[config.mk]
export PLATFORM = sky130hd
export DESIGN_NAME = memwait_responder
export DESIGN_NICKNAME = d
export VERILOG_FILES = /design/src/rtl/mwr_pkg.sv /design/src/rtl/mwr_sync.sv /design/src/rtl/mwr_store.sv /design/src/rtl/mwr_ctrl.sv /design/src/rtl/memwait_responder.sv
export SDC_FILE = /design/constraint.sdc
export NUM_CORES = 2
export LEC_CHECK = 0
export CORE_MARGIN = 2
export CORE_UTILIZATION = 60
export DETAILED_ROUTE_END_ITERATION = 6
export DONT_BUFFER_PORTS = 1
export GPL_ROUTABILITY_DRIVEN = 1
export MAX_ROUTING_LAYER = met4
export PLACE_DENSITY = 0.76
export SYNTH_ARGS = -nofsm -noshare
export SYNTH_HDL_FRONTEND = slang
export SYNTH_SLANG_ARGS = --single-unit
[constraint.sdc]
create_clock -name clk -period 4.5 [get_ports clk]
set_input_delay 0.675 -clock clk [delete_from_list [all_inputs] [get_ports clk]]
set_output_delay 0.675 -clock clk [all_outputs]
set_load 0.005 [all_outputs]
[src/rtl/mwr_pkg.sv]
// Package: shared types for the wait-state read responder.
package mwr_pkg;
    // Handshake controller states
    typedef enum logic [1:0] {
        ST_IDLE  = 2'd0,  // waiting for qualified strobes
        ST_FETCH = 2'd1,  // word registered, counting wait states
        ST_ACK   = 2'd2,  // acknowledge driven
        ST_DONE  = 2'd3   // acknowledge released, waiting for both strobes low
    } mwr_state_t;
endpackage

[src/rtl/mwr_sync.sv]
// Module: mwr_sync
// Multi-stage flop synchronizer for a vector of independent single-bit
// asynchronous inputs. Assumes each bit is a level that is held for several
// clocks. No relationship between bits is preserved.
module mwr_sync #(
    parameter int WIDTH  = 2,
    parameter int STAGES = 2
) (
    input  logic             clk,
    input  logic             rst_n,
    input  logic [WIDTH-1:0] async_in,
    output logic [WIDTH-1:0] sync_out
);
    logic [WIDTH-1:0] chain [STAGES];

    generate
        for (genvar s = 0; s < STAGES; s++) begin : g_stage
            // Purpose: shift the sampled value one stage down the chain
            always_ff @(posedge clk) begin
                if (!rst_n) chain[s] <= '0;
                else if (s == 0) chain[s] <= async_in;
                else chain[s] <= chain[(s == 0) ? 0 : s - 1];
            end
        end
    endgenerate

    assign sync_out = chain[STAGES-1];
endmodule

[src/rtl/mwr_store.sv]
// Module: mwr_store
// Word store with one write port and one registered read port. The read
// captures the word at raddr when rd_en is high. A write and a read of the
// same word in the same clock return the old word. There is no reset of
// the contents.
module mwr_store #(
    parameter int ADDR_W = 8,
    parameter int DATA_W = 8
) (
    input  logic              clk,
    input  logic              we,
    input  logic [ADDR_W-1:0] waddr,
    input  logic [DATA_W-1:0] wdata,
    input  logic              rd_en,
    input  logic [ADDR_W-1:0] raddr,
    output logic [DATA_W-1:0] rdata
);
    localparam int DEPTH = 1 << ADDR_W;

    logic [DATA_W-1:0] mem [DEPTH];

    // Purpose: apply preload writes
    always_ff @(posedge clk) begin
        if (we) mem[waddr] <= wdata;
    end

    // Purpose: register the addressed word when a cycle is qualified
    always_ff @(posedge clk) begin
        if (rd_en) rdata <= mem[raddr];
    end
endmodule

[src/rtl/mwr_ctrl.sv]
// Module: mwr_ctrl
// Handshake controller. It qualifies synchronized strobes with the read
// level, counts wait states, drives acknowledge until the data strobe drops,
// and then waits until both strobes are low before rearming. Assumes rd_wr
// and wait_cnt are stable while the strobes are high.
module mwr_ctrl
    import mwr_pkg::*;
#(
    parameter int WS_W = 4
) (
    input  logic            clk,
    input  logic            rst_n,
    input  logic            as_s,
    input  logic            ds_s,
    input  logic            rd_wr,
    input  logic [WS_W-1:0] wait_cnt,
    output logic            fetch_en,
    output logic            ack,
    output logic            idle
);
    mwr_state_t      state_q, state_d;
    logic [WS_W-1:0] cnt_q, cnt_d;
    logic            qualify;

    assign qualify  = as_s && ds_s && rd_wr;
    assign fetch_en = (state_q == ST_IDLE) && qualify;
    assign ack      = (state_q == ST_ACK);
    assign idle     = (state_q == ST_IDLE);

    // Purpose: next-state and wait counter logic
    always_comb begin
        state_d = state_q;
        cnt_d   = cnt_q;
        unique case (state_q)
            ST_IDLE: begin
                if (qualify) begin
                    state_d = ST_FETCH;
                    cnt_d   = wait_cnt;
                end
            end
            ST_FETCH: begin
                if (cnt_q == '0) state_d = ST_ACK;
                else cnt_d = cnt_q - 1'b1;
            end
            ST_ACK: begin
                if (!ds_s) state_d = ST_DONE;
            end
            ST_DONE: begin
                if (!as_s && !ds_s) state_d = ST_IDLE;
            end
            default: state_d = ST_IDLE;
        endcase
    end

    // Purpose: state and counter registers
    always_ff @(posedge clk) begin
        if (!rst_n) begin
            state_q <= ST_IDLE;
            cnt_q   <= '0;
        end else begin
            state_q <= state_d;
            cnt_q   <= cnt_d;
        end
    end
endmodule

[src/rtl/memwait_responder.sv]
// Module: memwait_responder
// Memory-side read responder with programmable wait states and an
// interlocked acknowledge. Strobes are synchronized before use. Address,
// rd_wr and wait_cnt are assumed stable while the strobes are high. The
// data bus reads zero unless acknowledge is high.
module memwait_responder #(
    parameter int ADDR_W      = 8,
    parameter int DATA_W      = 8,
    parameter int WS_W        = 4,
    parameter int SYNC_STAGES = 2
) (
    input  logic              clk,
    input  logic              rst_n,
    input  logic              addr_strobe,
    input  logic              data_strobe,
    input  logic              rd_wr,
    input  logic [ADDR_W-1:0] addr,
    input  logic [WS_W-1:0]   wait_cnt,
    input  logic              pre_we,
    input  logic [ADDR_W-1:0] pre_addr,
    input  logic [DATA_W-1:0] pre_data,
    output logic [DATA_W-1:0] data_out,
    output logic              data_oe,
    output logic              data_ack
);
    logic [1:0]        strobes_s;
    logic              fetch_en, ack, idle;
    logic [DATA_W-1:0] word_q;

    mwr_sync #(.WIDTH(2), .STAGES(SYNC_STAGES)) u_sync (
        .clk      (clk),
        .rst_n    (rst_n),
        .async_in ({addr_strobe, data_strobe}),
        .sync_out (strobes_s)
    );

    mwr_ctrl #(.WS_W(WS_W)) u_ctrl (
        .clk      (clk),
        .rst_n    (rst_n),
        .as_s     (strobes_s[1]),
        .ds_s     (strobes_s[0]),
        .rd_wr    (rd_wr),
        .wait_cnt (wait_cnt),
        .fetch_en (fetch_en),
        .ack      (ack),
        .idle     (idle)
    );

    mwr_store #(.ADDR_W(ADDR_W), .DATA_W(DATA_W)) u_store (
        .clk   (clk),
        .we    (pre_we && idle),
        .waddr (pre_addr),
        .wdata (pre_data),
        .rd_en (fetch_en),
        .raddr (addr),
        .rdata (word_q)
    );

    // Purpose: gate the data bus with acknowledge so zero never looks valid
    always_comb begin
        data_ack = ack;
        data_oe  = ack;
        data_out = ack ? word_q : '0;
    end
endmodule

==> results by group <==
Clock tree
  • Post-CTS sizing: 0
  • Num CTS Buffers: 197
  • Setup bufs post-CTS: 0
  • CTS tree: built
  • Worst-Skew Late Latency: 0.81 ns
  • Bufs on Longest Clock Path: 3
  • CTS Sinks: 2066
  • Clock H-tree levels: 4
  • Clk root buf: clkbuf_16
  • Reg clk slew, reported paths: 0.06 ns

Worst setup path
  • Endpoint class of the critical path: flop
  • Worst Path Required: 5.00 ns
  • Crit Path Max Fanout: 522
  • CP startpoint kind: primary input
  • Worst setup path class: in -> reg
  • Critical path arrival: 5.04 ns
  • R2R Setup Slk: 1.13 ns

Logic synthesis
  • Synth Area in Simple Gates: 2.99%
  • Post-Syn Nets: 3967
  • Number of synthesized flops with an enable pin: 2056
  • Compound-Gate Fraction of Synth Area: 3.95%
  • FF+latch count, synth: 2066
  • Mean Syn Cell Area: 20.5 µm²
  • Primary FF master, synth: edfxtp_1
  • Synth Area in XOR/XNOR: 0%
  • Adder-Cell Fraction of Synth Area: 0.0775%
  • Mapped cell area: 80700 µm²
  • Largest family of logic cells by synthesized area: multiplexers
  • Sequential-to-total area share from yosys stat: 76.7%
  • Ys async rst share: 0%
  • Netlist cell types: 64
  • Synth warn: 0
  • Post-Syn Instances: 3928
  • Post-synthesis mux area share: 14.2%

Detailed routing
  • Routed WL per cell: 32.9 µm
  • Total wire length: 195000 µm
  • Post-DRT Antenna Nets: 0
  • Initial DRC count: 6322
  • DR DRC count: 20
  • First drt pass iteration count: 7
  • Vias per cell: 6.88
  • Vias after detailed routing: 40800

Cells and area
  • Layout cell share with drive strength beyond 1: 19.3%
  • Area of the multi-input gates: 17200 µm²
  • Storage cell area: 61900 µm²
  • Fill cells: 8216
  • Commonest non-fill, non-tap cells in the layout: edfxtp_1, mux4_2, nor2_1
  • Commonest non-fill, non-tap cell in the layout: edfxtp_1
  • Area grow syn2layout: 10.1%
  • Final core occ: 66.6%
  • Final net count: 4031

Pwr
  • Max VDD drop: 0.000354 V
  • Pleak: 27.7 nW
  • PwrDens: 442 nW/µm²

Timing
  • Setup Skew: 0.0294 ns
  • Hold Violations, Final: 0
  • RSZ-0062 raised after global routing: no
  • Final period util: 101%
  • Setup violators final: 1
  • Slew @ Worst Pin: 2.70 ns
  • Fmax: 220 MHz
  • Fin worst setup slack: -0.0441 ns
  • Slew margin rel.: -79.8%
  • Tmin final: 4.54 ns
  • Slew Limit Fails: 332
  • Fin Hold WS: 0.0816 ns

Run status
  • Run status: finished with violations
  • Failing checks: design-rule violations, max-slew violations, negative setup slack

Global routing
  • Largest net degree at the start of global routing: 523
  • Number of global-route vias before repair: 40200
  • Gr busiest metal: met2
  • Initial antenna violation count: 7
  • First-pass GRT wire length: 278000 µm
  • GRT met3 Usage: 6.96%
  • GRT Util Overall: 29.2%
  • Met1 GRT Util: 39.6%
  • GR met2 Demand/Resource: 43.8%
  • GRT overflow: 0

Placement
  • PortBufs: 0
  • Dpl hpwl: 107000 µm
  • GP Congestion: 0.931

Run
  • Max Cap Viol: 0

Floorplan
  • Die height: 371 µm
  • Core area: 133000 µm²
  • Num rows: 134
  • Die ar.: 137000 µm²
  • Starting Density: 60.5%
  • Die width: 371 µm
  • Top Ports: 44

Worst hold path
  • Hold Crit Class: in -> reg
==> critical path, stage by stage <==
cell and delay (ns):
mux4_2 1.45, mux2i_1 0.19, a2111oi_0 0.16, nor4_1 1.13, nor4_1 0.14
==> metrics by stage <==
stage	instance area [µm²]	total power [mW]	worst slack [ns]	std cells	setup TNS, ns
after global routing	88900	40.1	0.0892	5930	0
after global placement	82100	22.9	0.568	5541	0
final	88900	39.3	-0.0441	5934	-0.0441
after floorplan	80700	22.8	1.80	3928	0
after detailed placement	82100	22.9	0.696	5541	0
after CTS	88700	39.2	1.16	5917	0
==> report_power, final <==
group          internal [mW]  switching (mW)  leakage, nW
Sequential              21.2          0.0158         18.6
Clock                   9.56            6.96         3.14
Combinational          0.676           0.888         5.97
Total                   31.4            7.87         27.7
==> registers in the layout, indices dropped and copies added, names as in the netlist <==
| signal | flops |
|---|---|
| u_ctrl.state_q | 2 |
| u_store.mem | 2048 |
| u_store.rdata | 8 |
| u_sync.chain | 4 |
| u_ctrl.cnt_q | 4 |
==> timing repair <==
item | in CTS | in global routing
hold endpoints to repair | 33 | 4
setup endpoints to repair | 0 | 8
hold buffers | 11 | 3
==> Yosys cell counts (5+ instances only) <==
master	n	area [µm²]
a2111oi_0	8	70.1
a211oi_1	17	128
a21boi_0	5	37.5
a21oi_1	82	410
a221oi_1	21	184
a22o_1	29	254
a22oi_1	111	833
a31oi_1	12	75.1
and2_1	20	125
buf_1	9	33.8
buf_12	5	100
buf_2	57	285
buf_4	29	218
buf_6	31	349
buf_8	13	195
clkbuf_1	99	372
dfxtp_1	10	200
edfxtp_1	2056	61700
ha_1	5	62.6
inv_1	10	37.5
mux2i_1	205	2050
mux4_1	14	368
mux4_2	401	9030
nand2_1	61	229
nand2b_1	8	50.1
nand3_1	40	200
nand3b_1	15	113
nand4_1	15	93.8
nor2_1	290	1090
nor2b_1	21	131
nor3_1	29	145
nor4_1	16	100
o21ai_0	42	210
o221ai_1	54	473
o22ai_1	17	106
o2bb2ai_1	5	43.8
o32ai_1	15	131
==> logic make-up after synthesis <==
| family | after synthesis |
|---|---|
| flip-flops | 2066 |
| adder cells (fa/ha/maj) | 5 |
| AO/OA/AOI/OAI | 442 |
| buffers and inverters | 259 |
| multiplexers | 623 |
| AND/OR/NAND/NOR | 533 |
==> final timing paths <==
| check | from | end | cells after the start |
|---|---|---|---|
| max | addr[1] | u_store.rdata[1] | 5 |
| min | pre_data[2] | u_store.mem[67][2] | 0 |
| max reg2reg | u_ctrl.state_q[0] | u_store.mem[169][5] | 5 |
| min reg2reg | u_sync.chain[0][1] | u_sync.chain[1][1] | 1 |
==> metal layers <==
| metal | vias up | share of wire (%) |
|---|---|---|
| li1 | 16500 | - |
| met1 | 21100 | 37 |
| met2 | 2767 | 47 |
| met3 | 469 | 11 |
| met4 | 0 | 4.0 |
| met5 | - | 0 |
==> final cells by class <==
| cell class | instances | area share (%) |
|---|---|---|
| Clock inverter | 111 | 1.25 |
| Sequential cell | 2066 | 69.7 |
| Antenna cell | 8 | 0.0225 |
| Inverter | 13 | 0.0549 |
| Multi-Input combinational cell | 1603 | 19.3 |
| Tap cell | 1768 | 2.49 |
| Timing Repair Buffer | 111 | 1.17 |
| Clock buffer | 254 | 6.00 |
Power figures use the tool's default switching activity.
